### config.mk
export PLATFORM = sky130hd
export DESIGN_NAME = burst_addr_seq
export DESIGN_NICKNAME = d
export VERILOG_FILES = /design/src/rtl/burst_seq_pkg.sv /design/src/rtl/seq_load_decode.sv /design/src/rtl/seq_low_map.sv /design/src/rtl/burst_addr_seq.sv
export SDC_FILE = /design/constraint.sdc
export NUM_CORES = 1
export LEC_CHECK = 0
export ABC_AREA = 1
export CAP_MARGIN = 20
export CORE_MARGIN = 1
export CORE_UTILIZATION = 41
export CTS_CLUSTER_SIZE = 16
export DETAILED_ROUTE_END_ITERATION = 8
export GPL_TIMING_DRIVEN = 0
export PLACE_DENSITY = 0.91
export SKIP_CTS_REPAIR_TIMING = 1
export SYNTH_ARGS = -nofsm -noshare
export SYNTH_HDL_FRONTEND = slang
export SYNTH_SLANG_ARGS = --single-unit
export TNS_END_PERCENT = 100
### constraint.sdc
create_clock -name clk -period 1.8 [get_ports clk]
set_clock_uncertainty 0.15 [all_clocks]
set_input_delay 0.54 -clock clk [delete_from_list [all_inputs] [get_ports clk]]
set_output_delay 0.54 -clock clk [all_outputs]
set_load 0.01 [all_outputs]
### src/rtl/burst_seq_pkg.sv
package burst_seq_pkg;

    typedef enum logic {
        ORDER_LINEAR = 1'b0,
        ORDER_XOR    = 1'b1
    } burst_order_e;

    typedef enum logic [1:0] {
        ACT_IDLE    = 2'd0,
        ACT_LOAD    = 2'd1,
        ACT_ADVANCE = 2'd2
    } seq_action_e;

endpackage

### src/rtl/seq_load_decode.sv
module seq_load_decode
    import burst_seq_pkg::*;
(
    input  logic        ctl_strobe_n,
    input  logic        proc_strobe_n,
    input  logic        chip_en_n,
    input  logic        advance_n,
    output seq_action_e action
);

    logic load_req;

    always_comb begin
        load_req = !ctl_strobe_n || (!proc_strobe_n && !chip_en_n);
        if (load_req) begin
            action = ACT_LOAD;
        end else if (!advance_n) begin
            action = ACT_ADVANCE;
        end else begin
            action = ACT_IDLE;
        end
    end

endmodule

### src/rtl/seq_low_map.sv
module seq_low_map
    import burst_seq_pkg::*;
#(
    parameter int LW = 2
) (
    input  logic [LW-1:0] start_low,
    input  logic [LW-1:0] count,
    input  logic          order_xor,
    output logic [LW-1:0] low_out
);

    logic [LW-1:0] xor_low;
    logic [LW-1:0] lin_low;

    always_comb begin
        xor_low = start_low ^ count;
        lin_low = start_low + count;
        if (burst_order_e'(order_xor) == ORDER_XOR) begin
            low_out = xor_low;
        end else begin
            low_out = lin_low;
        end
    end

endmodule

### src/rtl/burst_addr_seq.sv
module burst_addr_seq
    import burst_seq_pkg::*;
#(
    parameter int AW = 19,
    parameter int LW = 2
) (
    input  logic          clk,
    input  logic          rst_n,
    input  logic [AW-1:0] addr_in,
    input  logic          ctl_strobe_n,
    input  logic          proc_strobe_n,
    input  logic          chip_en_n,
    input  logic          advance_n,
    input  logic          order_xor,
    output logic [AW-1:0] word_addr
);

    localparam int UW = AW - LW;

    typedef struct packed {
        logic [UW-1:0] upper;
        logic [LW-1:0] start_low;
        logic [LW-1:0] count;
    } seq_state_t;

    seq_state_t    state_d;
    seq_state_t    state_q;
    seq_action_e   action;
    logic [LW-1:0] low_now;

    seq_load_decode u_decode (
        .ctl_strobe_n (ctl_strobe_n),
        .proc_strobe_n(proc_strobe_n),
        .chip_en_n    (chip_en_n),
        .advance_n    (advance_n),
        .action       (action)
    );

    seq_low_map #(.LW(LW)) u_map (
        .start_low(state_q.start_low),
        .count    (state_q.count),
        .order_xor(order_xor),
        .low_out  (low_now)
    );

    always_comb begin
        state_d = state_q;
        case (action)
            ACT_LOAD: begin
                state_d.upper     = addr_in[AW-1:LW];
                state_d.start_low = addr_in[LW-1:0];
                state_d.count     = '0;
            end
            ACT_ADVANCE: begin
                state_d.count = state_q.count + 1'b1;
            end
            default: begin
                state_d = state_q;
            end
        endcase
    end

    always_ff @(posedge clk or negedge rst_n) begin
        if (!rst_n) begin
            state_q <= '0;
        end else begin
            state_q <= state_d;
        end
    end

    assign word_addr = {state_q.upper, low_now};

endmodule

### Word level (Yosys, flattened, before mapping)

Cells that the tools add are included.

| storage, ports and cells | value |
|---|---|
| register bits after elaboration | 21 |

| cells by class | value |
|---|---|
| add/subtract/negate cells | 2 |
| equal/unequal tests | 2 |
| mux-type cells | 4 |
| bitwise logic cells | 1 |
| reduce and logical (&&, ||, !) cells | 6 |

Operators by type and width:

| cell | number |
|---|---|
| $mux 2 | 3 |
| $pmux 2 s2 | 1 |
| $logic_not 1->1 | 3 |
| $add 2x1->2 const B | 1 |
| $add 2x2->2 | 1 |
| $eq 2x1->1 const B | 1 |
| $eq 2x2->1 const B | 1 |
| $reduce_bool 2->1 | 1 |
| $xor 2x2->2 | 1 |
| $logic_and 1x1->1 | 1 |
| $logic_or 1x1->1 | 1 |

### Logic depth before layout (Yosys ltp)

Gate-level depths: netlist of run 1.

| depth | value |
|---|---|
| word-level depth | 6 |
| depth in mapped cells | 6 |
| gate-level depth less buffers | 6 |

### Cells and area by module

Synthesis of run 1 repeated with hierarchy kept, for this count alone.

| second synthesis, totals | value |
|---|---|
| cells, all modules | 133 |
| area, all modules | 1117.3 um2 |

By module, submodules not included:

| module | instances | cells each | area an instance (um2) |
|---|---|---|---|
| burst_addr_seq | 1 | 113 | 1019.7 |
| seq_low_map | 1 | 15 | 67.6 |
| seq_load_decode | 1 | 5 | 30.0 |

### Worst setup path after synthesis of run 1

Ideal clock, no wire load.

| timing path | value |
|---|---|
| path type | reg-to-output |
| start | register state_q[0] (netlist name) |
| end | output word_addr[1] |
| data arrival time | 0.840 ns |
| path slack | 0.270 ns |
| stages on the path, launching flop included | 7 |
| buffers on the path | 0 |
| cells stage by stage | dfrtp_1 -> ha_1 -> inv_1 -> nor2_1 -> nand3_1 -> nand2_1 -> inv_1 |

| between the ends | value |
|---|---|
| cells in the longest elaborated chain, start to end | 2 |

RTL lines:

| what | RTL line | source |
|---|---|---|
| start, declared | burst_addr_seq.sv:27 | `seq_state_t state_q;` |
| start signal, assigned | burst_addr_seq.sv:67 | `state_q <= state_d;` |
| $add 2x2->2 | seq_low_map.sv:17 | `lin_low = start_low + count;` |
| $mux 2 | seq_low_map.sv:18 | `if (burst_order_e'(order_xor) == ORDER_XOR) begin` |
| end, declared | burst_addr_seq.sv:15 | `output logic [AW-1:0] word_addr` |

Every way passes these cells.

### Final worst setup path of run 1

Same ends and word-level chain as after synthesis.

==> flow_summary.yaml, run 1 <==
run_status:
  status: "complete, but fails checks"
  failed_checks: "setup timing"
synth:
  yosys-top-cells-count: "nand2_1 (64), dfrtp_1 (21), buf_4 (17), inv_1 (7), nor2_1 (6)"
  avgSynthCellArea_um2: 8.06
  netlist_area_um2: 1020
  yosys_warnings: 0
  ys_ff_latch: 21
  synthMuxAreaShare: 0
  synth_cell_type_count: 14
  synth_top_family_by_area: "simple AND/OR/NAND/NOR gates"
  synth_top_cell_by_area: "dfrtp_1"
  synthMostInstantiatedCell: "nand2_1"
  async_flop_share: 1.00
  yosys.area_share.adder: 0.0123
  synth_xor_area_frac: 0
  ys_seq_area_frac: 0.517
  syn_nets: 153
  synth_compound_gate_area_share: 0.00985
  synth_top_area_frac: 0.517
  synth-edff-count: 0
  synth_cells: 126
  yosys.area_share.simple: 0.284
  ys_top_cells_by_area: "dfrtp_1 (52%), nand2_1 (24%), buf_4 (13%)"
  yosys_most_used_dff: "dfrtp_1"
cts:
  cts-root-buf: "clkbuf_4"
  cts.sinks: 21
  clkTransAtPathRegs_ns: 0.11
  cts_max_path_buffers: 2
  cts_tree: "built"
  numCtsBuffers: 3
  h-tree-depth: 1
  clkLatencyLatePin_ns: 0.30
timing:
  hold_ws_ns: 0.342
  finalSetupViolCount: 2
  fin_crit_sh: 1.14
  maxSlewHeadroom: 0.399
  clock.fmax_mhz: 489
  drv_slew: 0
  setup_slack_ns: -0.245
  tightest_slew_ns: 0.899
  rsz0062_at_grt: "true"
  hold_viol: 0
  tns_ns: -0.279
  min_period_ns: 2.04
worst_hold_path:
  holdPathStages: 2
  hold_path_class: "reg2reg"
  worstHoldEndpoint: "word_addr[17]"
  min_from: "word_addr[17]"
die:
  rows: 17
  dieHeight_um: 51.8
  pin_count: 45
  initial_core_util: 0.446
  die_w_um: 51.8
  die_area_um2: 2680
  core_area_um2: 2280
placed_design:
  place_ws_ns: -0.652
  place_congestion: 0.660
  dpl.cell_count: 198
  port_buffers: 44
  place_hpwl_um: 1700
route:
  vias: 922
  ant_nets: 0
  drcViolationCount: 0
  drtIter0Drc: 11
  wl_met1_um: 916
  viasPerCell: 4.41
  routed_wirelength_um: 2340
  dr.pass1.iters: 4
  met2_length_um: 1250
  route.met3.wl_um: 143
  highest_layer: "met4"
  wl_per_cell_um: 11.2
worst_setup_path:
  reg2reg_depth: 3
  path_cells: "ha_4, inv_2, nor2_2, nand3_1, nand2_1, inv_1, buf_2"
  reg2reg_to: "state_q[0]"
  worst-path-buf-inv: 3
  end_kind: "primary output"
  regToRegSetupSlack_ns: 0.81
  reg2reg_from: "state_q[0]"
  cp.depth: 7
  cpMaxStageDelayCell: "dfrtp_1"
  crit_arrival_ns: 1.35
  start_kind: "flop"
  worstPathRequired_ns: 1.11
  critical_path.max_fanout: 4
  cpLargestDelayFamily: "flip-flops"
  crit_type: "reg2out"
  max_stage_delay_ns: 0.46
finish:
  nNetsFinal: 209
  n_antenna_cell: 0
  drive_gt1_frac: 0.210
  fillCellCount: 169
  synthToLayoutAreaGrowth_pct: 60.2
  layout.cells.non_filler: 209
  finish.utilization: 0.715
grt:
  grt_first_pass_wirelength_um: 3510
  grtUsageTotal: 0.182
  grt_pass1_vias: 882
  grt_max_degree: 22
  grt_overflow: 0
  antenna_found_initial: 0
power_and_ir_drop:
  power_density_nw_per_um2: 670
  peakVddDrop_mv: 0.471
  leakage_nw: 1.01
run:
  maxCapViolCount: 0
how the worst max path moves through the flow:
stage,start,end
6_report,state_q[0],word_addr[1]
5_1_grt,state_q[0],word_addr[1]
4_1_cts,order_xor,word_addr[1]
3_5_place_dp,order_xor,word_addr[1]
3_3_place_gp,order_xor,word_addr[1]
2_1_floorplan,state_q[0],word_addr[1]
per-stage QoR:
stage	total power [mW]	cell area [µm²]
6_report	1.09	1630
3_5_place_dp	0.866	1490
3_3_place_gp	0.854	1490
5_1_grt	1.15	1630
2_1_floorplan	0.693	1020
4_1_cts	1.08	1520
routing by layer:
| metal | track usage | up-vias |
|---|---|---|
| met5 | 0 | - |
| met4 | 0.0676 | 0 |
| met3 | 0.0439 | 4 |
| met2 | 0.335 | 35 |
| met1 | 0.198 | 414 |
| li1 | - | 469 |
sequential cells by signal, indices dropped and copies added (netlist names):
signal / cells
state_q: 4
word_addr: 17
cell families after synthesis:
| logic type | count (synthesis) |
|---|---|
| simple gates | 74 |
| compound gates | 2 |
| flops | 21 |
| buf+inv | 28 |
| fa+ha+maj | 1 |
report_power, final:
| group | total, mW | switching [mW] | internal (mW) |
|---|---|---|---|
| combinational | 0.328 | 0.125 | 0.203 |
| clock | 0.220 | 0.137 | 0.0827 |
| sequential | 0.543 | 0.0285 | 0.515 |
cell usage in the layout, fill, tap and decap left out, types with 2 or more instances in the layout:
cell and count:
buf_6 2, buf_4 24, nand3_1 2, buf_2 3, nor2_1 5, clkdlybuf4s50_1 24
dfrtp_1 21, nand2_1 64, inv_2 2, inv_1 6, dlymetal6s2s_1 18, clkbuf_4 3
cell type report:
type                    count  area [µm²]  area share
well taps                  28        35.0      0.0215
flip-flops and latches     21         526       0.323
clock buffers               3        22.5      0.0138
inverters                   8        30.0      0.0184
repair buffers             51         534       0.328
multi-input cells          77         327       0.201
clock inverters             1        5.00     0.00307
plain buffers              20         149      0.0915
worst reg2reg max path, cell delays in order, from the launching register on:
cell	delay, ns
dfrtp_1	0.46
inv_1	0.08
nor2_1	0.04
nor3_1	0.19
No activity file was read; power rests on OpenSTA's default activity.
==> inputs of run 2 (changes only) <==
--- a/config.mk
+++ b/config.mk
@@ -5,14 +5,13 @@
 export SDC_FILE = /design/constraint.sdc
 export NUM_CORES = 1
 export LEC_CHECK = 0
-export ABC_AREA = 1
 export CAP_MARGIN = 20
 export CORE_MARGIN = 1
-export CORE_UTILIZATION = 41
+export CORE_UTILIZATION = 40
 export CTS_CLUSTER_SIZE = 16
 export DETAILED_ROUTE_END_ITERATION = 8
 export GPL_TIMING_DRIVEN = 0
-export PLACE_DENSITY = 0.91
+export PLACE_DENSITY = 0.9
 export SKIP_CTS_REPAIR_TIMING = 1
 export SYNTH_ARGS = -nofsm -noshare
 export SYNTH_HDL_FRONTEND = slang
==> constraint.sdc (replaced) <==
create_clock -name clk -period 2.24 [get_ports clk]
set_clock_uncertainty 0.15 [all_clocks]
set_input_delay 0.672 -clock clk [delete_from_list [all_inputs] [get_ports clk]]
set_output_delay 0.672 -clock clk [all_outputs]
set_load 0.01 [all_outputs]
==> flow_summary.yaml, run 2 <==
timing:
  rsz0062_at_grt: "false"
  tightest_slew_ns: 0.909
  min_period_ns: 2.13
  drv_slew: 0
  clock.fmax_mhz: 469
  finalSetupViolCount: 0
  tns_ns: 0
  maxSlewHeadroom: 0.392
  hold_viol: 0
  fin_crit_sh: 0.952
synth:
  synthMostInstantiatedCell: "dfrtp_1"
  yosys-top-cells-count: "dfrtp_1 (21), mux2_2 (18), buf_4 (17), nor2b_1 (3), xnor2_1 (3)"
  synth_cells: 69
  ys_ff_latch: 21
  netlist_area_um2: 965
  ys_seq_area_frac: 0.545
  ys_top_cells_by_area: "dfrtp_1 (54%), mux2_2 (21%), buf_4 (13%)"
  yosys_warnings: 0
  synth_top_area_frac: 0.545
  avgSynthCellArea_um2: 14.0
  yosys_most_used_dff: "dfrtp_1"
  synth_top_cell_by_area: "dfrtp_1"
  async_flop_share: 1.00
  synth_cell_type_count: 11
  synth-edff-count: 0
  syn_nets: 96
route:
  viasPerCell: 4.49
  wl_per_cell_um: 12.0
  drcViolationCount: 0
  routed_wirelength_um: 1750
  ant_nets: 0
  drtIter0Drc: 1
  dr.pass1.iters: 2
  vias: 655
finish:
  drive_gt1_frac: 0.373
  synthToLayoutAreaGrowth_pct: 53.0
  n_antenna_cell: 0
  largest_reg_flops: 17
  layout_common_cells: "clkdlybuf4s50_1 (41), dfrtp_1 (21), mux2_2 (18), buf_4 (18)"
  layout.cells.non_filler: 146
  layout_commonest_cell: "clkdlybuf4s50_1"
  nNetsFinal: 146
power_and_ir_drop:
  swShare: 0.237
  comb_power_share: 0.292
  peakVddDrop_mv: 0.476
  p_sw_mw: 0.205
  power_density_nw_per_um2: 586
  power_frac_seq: 0.502
  leakage_nw: 0.654
  clkPwrFrac: 0.206
  p_total_mw: 0.866
  cellInternalPower_mw: 0.661
grt:
  grtUsageTotal: 0.157
  grt_first_pass_wirelength_um: 2810
  grt_overflow: 0
  grt_pass1_vias: 679
  antenna_found_initial: 0
  grt_max_degree: 22
die:
  rows: 17
  initial_core_util: 0.432
  pin_count: 45
  core_area_um2: 2230
  die_w_um: 51.1
  die_area_um2: 2610
  dieHeight_um: 51.1
worst_setup_path:
  max_stage_delay_ns: 0.54
  cpMaxStageDelayCell: "clkdlybuf4s50_1"
  path_cells: "buf_4, clkdlybuf4s50_1"
  start_kind: "flop"
  critical_path.max_fanout: 2
  crit_type: "reg2out"
  worstPathRequired_ns: 1.42
  end_kind: "primary output"
  crit_arrival_ns: 1.31
cts:
  h-tree-depth: 1
  cts_max_path_buffers: 2
  numCtsBuffers: 3
  clkLatencyLatePin_ns: 0.29
  cts.sinks: 21
  cts-root-buf: "clkbuf_4"
  clkTransAtPathRegs_ns: 0.11
  cts_tree: "built"
worst_hold_path:
  hold_path_class: "reg2reg"
placed_design:
  place_hpwl_um: 1370
  dpl.cell_count: 141
  port_buffers: 44
  place_congestion: 0.613
run:
  maxCapViolCount: 0
run_status:
  status: "completed"
-- run 2: changes by cell type in the layout (fill, tap and decap cells not counted), moves of 2 or more --
cell             before  now
buf_4                24   18
nor2b_1               0    2
buf_2                 3    1
nand3_1               2    0
dlymetal6s2s_1       18    2
xnor2_1               0    3
nor2_1                5    1
mux2_2                0   18
inv_2                 2    0
clkdlybuf4s50_1      24   41
inv_1                 6    0
nand2_1              64    0
-- run 2: power groups by stage --
stage,registers [mW],clock network (mW),logic (mW)
floorplan,0.437,0,0.126
global placement,0.440,0,0.252
detailed placement,0.443,0,0.258
CTS,0.435,0.186,0.259
global route,0.441,0.197,0.270
finish,0.434,0.178,0.253
-- run 2: metal layers --
metal | vias up | GRT usage | part of all wire
met5 | - | 0 | 0
met4 | 0 | 0.111 | 0.026
met3 | 4 | 0.0506 | 0.080
met2 | 25 | 0.292 | 0.54
met1 | 314 | 0.139 | 0.35
li1 | 312 | - | -
-- run 2: logic make-up after synthesis --
logic type / count (synthesis) / share of synthesized area
xor+xnor: 3 / 0.0272
simple gates: 5 / 0.0285
flops: 21 / 0.545
buf+inv: 19 / 0.156
mux: 19 / 0.222
compound gates: 1 / 0.00908
fa+ha+maj: 1 / 0.0130
-- run 2: path summary, 6_finish.rpt --
path / start / to / slack [ns] / cells past startpoint
setup reg to reg: state_q[0] / state_q[1] / 1.13 / 4
min in group asynchronous: rst_n / word_addr[8] / 0.72 / 1
max in group asynchronous: rst_n / word_addr[3] / 0.66 / 1
hold / removal: word_addr[9] / word_addr[9] / 0.37 / 1
hold reg to reg: word_addr[9] / word_addr[9] / 0.37 / 1
setup / recovery: word_addr[13] / word_addr[13] / 0.11 / 2
-- run 2: per-stage QoR --
step	utilization	setup WS [ns]	area (µm²)	hold WS, ns
2_1_floorplan	-	0.455	965	0.226
3_3_place_gp	0.645	-0.459	1440	0.320
3_5_place_dp	0.645	-0.474	1440	0.343
4_1_cts	0.657	-0.481	1470	0.370
5_1_grt	0.661	0.00132	1480	0.383
6_report	0.661	0.107	1480	0.366
-- run 2: final cells by class --
class                           count  area [µm²]
Buffer                             19         150
Clock buffer                        4        26.3
Fill cell                         191         757
Multi-Input combinational cell     29         292
Sequential cell                    21         526
Tap cell                           28        35.0
Timing Repair Buffer               45         448
-- run 2: critical path, delay by kind of cell, from the launching register on --
family                 cells  cell delay (ns)
DFF                        1             0.37
buffers and inverters      2             0.64
